$ cat config.mk
export PLATFORM = sky130hd
export DESIGN_NAME = codec_regblk
export DESIGN_NICKNAME = d
export VERILOG_FILES = /design/src/rtl/codec_reg_pkg.sv /design/src/rtl/codec_dir_regs.sv /design/src/rtl/codec_ind_regs.sv /design/src/rtl/codec_regblk.sv
export SDC_FILE = /design/constraint.sdc
export NUM_CORES = 2
export LEC_CHECK = 0
export CAP_MARGIN = 20
export CORE_UTILIZATION = 25
export CTS_BUF_LIST = sky130_fd_sc_hd__clkbuf_8
export CTS_CLUSTER_DIAMETER = 200
export DETAILED_ROUTE_END_ITERATION = 10
export SYNTH_ARGS = -nofsm -noshare
export SYNTH_HDL_FRONTEND = slang
export SYNTH_SLANG_ARGS = --single-unit
$ cat constraint.sdc
create_clock -name clk -period 4.7 [get_ports clk]
set_clock_uncertainty 0.2 [all_clocks]
set_input_delay 0.94 -clock clk [delete_from_list [all_inputs] [get_ports clk]]
set_output_delay 0.94 -clock clk [all_outputs]
set_load 0.005 [all_outputs]
$ cat src/rtl/codec_reg_pkg.sv
package codec_reg_pkg;

   typedef enum logic [1:0] {
      ACC_RW  = 2'd0,
      ACC_RO  = 2'd1,
      ACC_WO  = 2'd2,
      ACC_VER = 2'd3
   } ind_acc_e;

   // Access class of one indirect slot, resolved at elaboration.
   function automatic ind_acc_e ind_access(input int idx, input int wo_idx,
                                           input int ro_a, input int ro_b,
                                           input int ver_idx);
      if (idx == wo_idx)                  return ACC_WO;
      if (idx == ro_a || idx == ro_b)     return ACC_RO;
      if (idx == ver_idx)                 return ACC_VER;
      return ACC_RW;
   endfunction

endpackage

$ cat src/rtl/codec_dir_regs.sv
module codec_dir_regs #(
   parameter int DATA_W   = 32,
   parameter int SEL_W    = 4,
   parameter int NUM_DIR  = 16,
   parameter int IDX_REG  = 0,
   parameter int DATA_REG = 1,
   parameter int RO_REG   = 2,
   parameter int CTL_REG  = 4,
   parameter logic [31:0] CTL_MASK = 32'h0000_007F
) (
   input  logic              clk,
   input  logic              rst_n,
   input  logic              wr_en,
   input  logic [SEL_W-1:0]  wr_sel,
   input  logic [DATA_W-1:0] wr_data,
   output logic              soft_rst,
   output logic [DATA_W-1:0] dir_q [NUM_DIR]
);

   localparam logic [SEL_W-1:0]  CTL_SEL = SEL_W'(CTL_REG);
   localparam logic [DATA_W-1:0] CMASK   = DATA_W'(CTL_MASK);

   // A control write with bit 0 set restores all other registers.
   assign soft_rst = wr_en && (wr_sel == CTL_SEL) && wr_data[0];

   for (genvar i = 0; i < NUM_DIR; i++) begin : g_dir
      localparam logic [SEL_W-1:0] MY_SEL = SEL_W'(i);
      logic hit;
      assign hit = wr_en && (wr_sel == MY_SEL);

      if (i == DATA_REG || i == RO_REG) begin : g_none
         // Window slot has no storage; read-only slot stays zero.
         assign dir_q[i] = '0;
      end else if (i == CTL_REG) begin : g_ctl
         always_ff @(posedge clk) begin
            if (!rst_n)   dir_q[i] <= '0;
            else if (hit) dir_q[i] <= wr_data & CMASK;
         end
      end else begin : g_plain
         always_ff @(posedge clk) begin
            if (!rst_n)        dir_q[i] <= '0;
            else if (soft_rst) dir_q[i] <= '0;
            else if (hit)      dir_q[i] <= wr_data;
         end
      end
   end

endmodule

$ cat src/rtl/codec_ind_regs.sv
module codec_ind_regs #(
   parameter int IDX_W     = 5,
   parameter int IND_W     = 8,
   parameter int NUM_IND   = 32,
   parameter int WO_IDX    = 3,
   parameter int RO_IDX_A  = 11,
   parameter int RO_IDX_B  = 25,
   parameter int VER_IDX   = 12,
   parameter logic [7:0] VER_CODE  = 8'h8A,
   parameter logic [7:0] CHIP_VER  = 8'hA0,
   parameter logic [7:0] VER_KEEP  = 8'h40
) (
   input  logic             clk,
   input  logic             rst_n,
   input  logic             soft_rst,
   input  logic             wr_en,
   input  logic [IDX_W-1:0] wr_idx,
   input  logic [IND_W-1:0] wr_data,
   input  logic [IDX_W-1:0] rd_idx,
   output logic [IND_W-1:0] rd_data,
   output logic [IND_W-1:0] ind_q [NUM_IND]
);

   import codec_reg_pkg::*;

   localparam logic [IDX_W-1:0] WO_SEL = IDX_W'(WO_IDX);
   localparam logic [IND_W-1:0] VCODE  = IND_W'(VER_CODE);
   localparam logic [IND_W-1:0] VKEEP  = IND_W'(VER_KEEP);
   localparam logic [IND_W-1:0] CVER   = IND_W'(CHIP_VER);

   for (genvar i = 0; i < NUM_IND; i++) begin : g_ind
      localparam ind_acc_e ACC = ind_access(i, WO_IDX, RO_IDX_A, RO_IDX_B, VER_IDX);
      localparam logic [IND_W-1:0] RST_VAL =
         (i == VER_IDX)  ? VCODE :
         (i == RO_IDX_B) ? CVER  : '0;
      localparam logic [IDX_W-1:0] MY_IDX = IDX_W'(i);
      logic hit;
      assign hit = wr_en && (wr_idx == MY_IDX);

      if (ACC == ACC_RO) begin : g_ro
         always_ff @(posedge clk) begin
            if (!rst_n || soft_rst) ind_q[i] <= RST_VAL;
         end
      end else if (ACC == ACC_VER) begin : g_ver
         always_ff @(posedge clk) begin
            if (!rst_n || soft_rst) ind_q[i] <= RST_VAL;
            else if (hit)           ind_q[i] <= (wr_data & VKEEP) | VCODE;
         end
      end else begin : g_rw
         always_ff @(posedge clk) begin
            if (!rst_n || soft_rst) ind_q[i] <= RST_VAL;
            else if (hit)           ind_q[i] <= wr_data;
         end
      end
   end

   // Write-only slot hides its content on reads.
   assign rd_data = (rd_idx == WO_SEL) ? '0 : ind_q[rd_idx];

endmodule

$ cat src/rtl/codec_regblk.sv
module codec_regblk #(
   parameter int ADDR_W   = 6,
   parameter int DATA_W   = 32,
   parameter int IDX_W    = 5,
   parameter int IND_W    = 8,
   parameter int IDX_REG  = 0,
   parameter int DATA_REG = 1,
   parameter int RO_REG   = 2,
   parameter int CTL_REG  = 4,
   parameter logic [31:0] CTL_MASK = 32'h0000_007F,
   parameter int WO_IDX   = 3,
   parameter int RO_IDX_A = 11,
   parameter int RO_IDX_B = 25,
   parameter int VER_IDX  = 12,
   parameter logic [7:0] VER_CODE = 8'h8A,
   parameter logic [7:0] CHIP_VER = 8'hA0,
   parameter logic [7:0] VER_KEEP = 8'h40
) (
   input  logic              clk,
   input  logic              rst_n,
   input  logic              bus_valid,
   input  logic              bus_we,
   input  logic [ADDR_W-1:0] bus_addr,
   input  logic [DATA_W-1:0] bus_wdata,
   output logic [DATA_W-1:0] bus_rdata,
   output logic              irq
);

   localparam int SEL_W   = ADDR_W - 2;
   localparam int NUM_DIR = 1 << SEL_W;
   localparam int NUM_IND = 1 << IDX_W;
   localparam logic [SEL_W-1:0] DATA_SEL = SEL_W'(DATA_REG);

   // Elaboration-time parameter checks
   if (ADDR_W < 3)
      begin : g_chk_addr  $error("ADDR_W must leave at least one select bit"); end
   if (IDX_W > DATA_W || IND_W > DATA_W || IND_W < 8)
      begin : g_chk_width $error("pointer or indirect width does not fit the data bus"); end
   if (IDX_REG >= NUM_DIR || DATA_REG >= NUM_DIR || RO_REG >= NUM_DIR || CTL_REG >= NUM_DIR)
      begin : g_chk_dir   $error("direct register index outside the window"); end
   if (IDX_REG == DATA_REG || IDX_REG == CTL_REG || DATA_REG == CTL_REG ||
       RO_REG == IDX_REG || RO_REG == DATA_REG || RO_REG == CTL_REG)
      begin : g_chk_uniq  $error("direct register roles must be distinct"); end
   if (WO_IDX >= NUM_IND || RO_IDX_A >= NUM_IND || RO_IDX_B >= NUM_IND || VER_IDX >= NUM_IND)
      begin : g_chk_ind   $error("special indirect index outside the bank"); end

   logic              wr_en;
   logic [SEL_W-1:0]  sel;
   logic              soft_rst;
   logic [DATA_W-1:0] dir_q [NUM_DIR];
   logic [IND_W-1:0]  ind_q [NUM_IND];
   logic [IDX_W-1:0]  cur_idx;
   logic [IND_W-1:0]  ind_rd;
   logic [DATA_W-1:0] ctl_q;

   assign wr_en   = bus_valid && bus_we;
   assign sel     = bus_addr[ADDR_W-1:2];
   assign cur_idx = dir_q[IDX_REG][IDX_W-1:0];
   assign ctl_q   = dir_q[CTL_REG];

   codec_dir_regs #(
      .DATA_W(DATA_W), .SEL_W(SEL_W), .NUM_DIR(NUM_DIR),
      .IDX_REG(IDX_REG), .DATA_REG(DATA_REG), .RO_REG(RO_REG),
      .CTL_REG(CTL_REG), .CTL_MASK(CTL_MASK)
   ) u_dir (
      .clk(clk), .rst_n(rst_n), .wr_en(wr_en), .wr_sel(sel),
      .wr_data(bus_wdata), .soft_rst(soft_rst), .dir_q(dir_q)
   );

   codec_ind_regs #(
      .IDX_W(IDX_W), .IND_W(IND_W), .NUM_IND(NUM_IND),
      .WO_IDX(WO_IDX), .RO_IDX_A(RO_IDX_A), .RO_IDX_B(RO_IDX_B),
      .VER_IDX(VER_IDX), .VER_CODE(VER_CODE), .CHIP_VER(CHIP_VER),
      .VER_KEEP(VER_KEEP)
   ) u_ind (
      .clk(clk), .rst_n(rst_n), .soft_rst(soft_rst),
      .wr_en(wr_en && (sel == DATA_SEL)), .wr_idx(cur_idx),
      .wr_data(bus_wdata[IND_W-1:0]), .rd_idx(cur_idx),
      .rd_data(ind_rd), .ind_q(ind_q)
   );

   always_comb begin
      bus_rdata = '0;
      if (bus_valid && !bus_we) begin
         if (sel == DATA_SEL) bus_rdata = DATA_W'(ind_rd);
         else                 bus_rdata = dir_q[sel];
      end
   end

   assign irq = 1'b0;

endmodule

# [After elaboration in Yosys (flattened, before gate mapping)]
# Index checks and enable logic that the tools add are counted.
[word_totals] wordCells=155 output_inout_bits=33 inputBits=42 ff_bits=656 memories=0 mem_bits_ro=0 latch_bits=0 mem_bits_rw=0
[classes] multipliers=0 n_reduce_logical=54 n_shift=0 n_eq_ne=43 order_cmp=2 n_addsub=0 div_mod_pow=0 bitwise_logic=3 n_mux=9
[ops] cell="$bmux W32 S4" count=1
[ops] cell="$mux W32" count=4
[ops] cell="$eq A5 B5 Y1 const B" count=15
[ops] cell="$logic_and A1 B1 Y1" count=48
[ops] cell="$bmux W8 S5" count=1
[ops] cell="$eq A5 B4 Y1 const B" count=7
[ops] cell="$eq A4 B4 Y1 const B" count=8
[ops] cell="$mux W8" count=3
[ops] cell="$eq A5 B3 Y1 const B" count=4
[ops] cell="$eq A4 B3 Y1 const B" count=4
[ops] cell="$eq A5 B2 Y1 const B" count=2
[ops] cell="$ge A6 B6 Y1 const B" count=1
[ops] cell="$not A5 Y6" count=1
[ops] cell="$eq A5 B1 Y1 const B" count=1
[ops] cell="$ge A5 B5 Y1 const B" count=1
[ops] cell="$logic_not A5 Y1" count=1
[ops] cell="$not A4 Y5" count=1
[ops] cell="$eq A4 B1 Y1 const B" count=1
[ops] cell="$eq A4 B2 Y1 const B" count=1
[ops] cell="$logic_not A4 Y1" count=1
[ops] cell="$logic_not A1 Y1" count=2
[ops] cell="$reduce_or A2 Y1" count=1
[ops] cell="$logic_or A1 B1 Y1" count=1
[ops] cell="$not A1 Y1" count=1

# [Logic depth before layout (Yosys ltp)]
[logic_depth] ltp_word=7 ltp_mapped=9 depth_no_buf=5

# [Hierarchy]
# From an unflattened synthesis, not the netlist that was laid out.
[unflattened] cells_unflattened=3564 hier_area_um2=31778.0
[modules_own_cells] module="codec_dir_regs" cells_each=2064 instances=1 area_per_inst_um2=16943.8
[modules_own_cells] module="codec_ind_regs" cells_each=1154 instances=1 area_per_inst_um2=10806.6
[modules_own_cells] module="codec_regblk" cells_each=346 instances=1 area_per_inst_um2=4027.6

# [Worst setup path after synthesis]
# No wires, ideal clock.
[synth_timing] path_type="in2out" start="in bus_addr[2]" end="out bus_rdata[23]" n_path_buf=2 arrival_time_ns=2.539 cell_stages=6 slack_ns=1.021 cell_sequence="buf_2 -> clkbuf_1 -> mux4_2 -> mux2_2 -> nand2_1 -> a21oi_1"
[synth_between] elab_chain_len=6
[synth_lines] element="from (decl)" line="codec_regblk.sv:23" source="input logic [ADDR_W-1:0] bus_addr,"
[synth_lines] element="$not A4 Y5 (not written as such)" line="codec_regblk.sv:86" source="else bus_rdata = dir_q[sel];"
[synth_lines] element="$bmux W32 S4" line="codec_regblk.sv:86"
[synth_lines] element="$mux W32 (not written as such) (2 in a row)" line="codec_regblk.sv:86"
[synth_lines] element="$mux W32 *" line="codec_regblk.sv:85" source="if (sel == DATA_SEL) bus_rdata = DATA_W'(ind_rd);"
[synth_lines] element="$mux W32 *" line="codec_regblk.sv:84" source="if (bus_valid && !bus_we) begin"
[synth_lines] element="to (decl)" line="codec_regblk.sv:25" source="output logic [DATA_W-1:0] bus_rdata,"
# Mark *: on every way between the ends. The rest lies on a longest branch, timed or not. The select of a mux whose other input is x is not followed.

# [Final worst setup path]
[layout_timing] start="in bus_addr[2]" end="out bus_rdata[30]"
# The elaborated chain is that of the path after synthesis.

==> results_dict.tcl <==
set metrics [dict create \
    crit_path_cell_trace "buf_6, nor2b_2, buf_4, a22oi_1, o21ai_0, nand2_1, a21oi_1, clkdlybuf4s50_1" \
    grt_pass1_vias 23200 \
    drive_gt1_share_pct 14.7 \
    wl_per_cell_um 18.7 \
    grtUsageTotal_pct 15.5 \
    hold_viol_final 0 \
    power_density_mw_per_mm2 338 \
    synth-edff-count 0 \
    cts_max_level 3 \
    min_period_ns 4.65 \
    clk_latency_ns 0.74 \
    total_power_mw 11.3 \
    viasPerCell 4.92 \
    clk_pin_slew_ns 0.06 \
    yosysTopAreaCell "dfxtp_1" \
    fin_area_sq_mm 0.0335 \
    nFillCells 11900 \
    die_area_sq_mm 0.116 \
    drc_errors 0 \
    p_leak_nw 10.6 \
    die_w_um 341 \
    setup_ws_ns 0.0543 \
    num_rows 123 \
    post-place-ws_ns 0.0832 \
    cp_max_fo 11 \
    slew_headroom_pct 21.9 \
    placed_area_sq_mm 0.0312 \
    required_ns 3.56 \
    cts_buffers 110 \
    ys.flop_type "dfxtp_1" \
    grt_max_degree 81 \
    yosys.cell_types.count 57 \
    slowest_stage "nor2b_2" \
    async_reset_ff_share_pct 0 \
    grt_antenna_before_repair 11 \
    start_util_pct 25.4 \
    slowest_delay_ns 0.79 \
    cp-start-kind "input pin" \
    cts_tree "done" \
    end_kind "primary output" \
    fin_setup_tns_ns 0 \
    drt_iter0_markers 2171 \
    path_buf_inv 3 \
    drv_cap 0 \
    grt-ovfl-total 0 \
    clock_path_buffers 3 \
    ys_warn_count 0 \
    clockRootBuffer "clkbuf_8" \
    grt_pass1_wl_um 142000 \
    vdd_drop_max_mv 0.197 \
    synth_nets 3410 \
    ios 75 \
    period_share_pct 98.8 \
    critPathKind "input pin to primary output" \
    clock-sinks 656 \
    ys_seq_area_share_pct 45.8 \
    routed_wl_um 92700 \
    place_congestion 0.826 \
    first_pass_iters 7 \
    yosys.area.top_type_share_pct 45.8 \
    ys_top_cells_by_area "dfxtp_1 46%, nand2_1 13%, a21oi_1 9.3%" \
    arrival_ns 3.51 \
    worstHoldPathType "register to register" \
    setup_viol 0 \
    critical_path.top_delay_family "buffers and inverters" \
    ctsHoldBuffers 0 \
    syn_inst 3368 \
    status "finished clean" \
    dp_hpwl_um 55700 \
    coreArea_sq_mm 0.113 \
    fmax_mhz 215 \
    syn_area_sq_mm 0.0287 \
    worst_slew_pin_slew_ns 1.17 \
    area_growth_pct 17.0 \
    syn_avg_cell_area_sq_um 8.51 \
    rsz0062_at_grt "false" \
    maxSlewViolCount 0 \
    port_buffers 71 \
    finalNetCount 3405 \
    ys_ff_latch 656 \
    vias 24400 \
    final_antenna_net_count 0 \
    die_h_um 341 \
]
==> path summary, 6_finish.rpt <==
kind                         start               end  slack, ns  cells after the start
setup / recovery       bus_addr[2]     bus_rdata[30]       0.05                      8
hold / removal     u_dir.dir_q[18]   u_dir.dir_q[18]       0.25                      2
setup reg to reg  u_dir.dir_q[480]  u_ind.ind_q[170]       1.72                      7
hold reg to reg    u_dir.dir_q[18]   u_dir.dir_q[18]       0.25                      2
==> per-layer routing <==
metal	global-route usage, %	routed length, um	up-vias
li1	-	-	11500
met4	5.42	2460	16
met3	2.90	7060	162
met1	21.3	41000	11800
met5	0	97	-
met2	24.3	42000	853
==> placed cells by master (no fill, tap or decap), types with 4 or more instances in the layout <==
cell type and count:
o2bb2ai_1 10, a222oi_1 24, mux4_2 109, buf_12 22
nand2b_1 9, buf_2 10, inv_8 4, a221oi_1 4
mux2_2 45, and2_1 4, mux2i_1 191, a31oi_1 5
a22o_1 10, dfxtp_1 653, a21oi_1 532, inv_1 45
nand3_1 17, nor2_2 15, clkbuf_8 137, nor2b_1 9
nor2_1 181, nor3_2 4, clkdlybuf4s50_1 59, a22oi_1 23
a211o_1 4, nor2_4 11, o21ai_0 105, a211oi_1 8
nor3_1 4, clkinv_2 11, nand2_1 997, buf_4 108
a21boi_0 7
==> per-stage QoR <==
| step | utilization [%] | hold WS, ns | std cells |
|---|---|---|---|
| after floorplan | - | 0.232 | 3368 |
| after global placement | 27.6 | 0.238 | 4745 |
| after detailed placement | 27.6 | 0.243 | 4745 |
| after CTS | 29.6 | 0.251 | 4941 |
| after global routing | 29.7 | 0.266 | 4950 |
| final | 29.7 | 0.251 | 4950 |
==> cells by family after synthesis <==
kind of cell / share of synthesized area [%]
flops: 45.8
simple gates: 17.9
mux: 17.0
other cells: 0.0131
buf+inv: 4.69
compound gates: 14.6
==> worst register-to-register path: stages (launching register included) <==
cell	delay, ns
dfxtp_4	0.42
inv_1	0.32
buf_4	0.27
nand2_1	0.40
buf_4	0.38
nor3_4	0.57
mux2i_1	0.26
nor2_1	0.05
==> synth_stat cells, types with 4 or more instances <==
| library cell | count |
|---|---|
| a211o_1 | 4 |
| a211oi_1 | 10 |
| a21boi_0 | 7 |
| a21oi_1 | 532 |
| a221oi_1 | 4 |
| a222oi_1 | 24 |
| a22o_1 | 10 |
| a22oi_1 | 23 |
| a31oi_1 | 5 |
| and2_1 | 4 |
| buf_1 | 15 |
| buf_2 | 70 |
| buf_4 | 7 |
| clkbuf_1 | 225 |
| dfxtp_1 | 656 |
| inv_1 | 7 |
| mux2_2 | 45 |
| mux2i_1 | 191 |
| mux4_2 | 109 |
| nand2_1 | 998 |
| nand2b_1 | 9 |
| nand3_1 | 20 |
| nor2_1 | 193 |
| nor2_2 | 14 |
| nor2b_1 | 12 |
| nor3_1 | 8 |
| o21ai_0 | 105 |
| o2bb2ai_1 | 10 |
==> state kept, by name, indices dropped and copies added (netlist names) <==
name         count
u_dir.dir_q    423
u_ind.ind_q    233
==> area by class of cell <==
type	instances	area (sq um)	share of cell area, %
multi-input combinational	2386	14300	42.8
sequential	656	13100	39.2
timing repair buffer	201	1910	5.71
clock buffer	137	1890	5.62
tap	1500	1880	5.59
clock inverter	59	348	1.04
inverter	8	31.3	0.0932
antenna	3	7.51	0.0224
==> report_power, final <==
part	switching (mW)	internal (mW)	total, mW
logic	0.425	0.167	0.592
registers	0.0138	5.59	5.60
clock network	2.41	2.74	5.15
==> timing repair <==
| item | in CTS | in global routing |
|---|---|---|
| resized for setup | 4 | 3 |
| setup endpoints to repair | 4 | 6 |
| buffers inserted | 0 | 6 |
(Power assumes the default switching activity.)
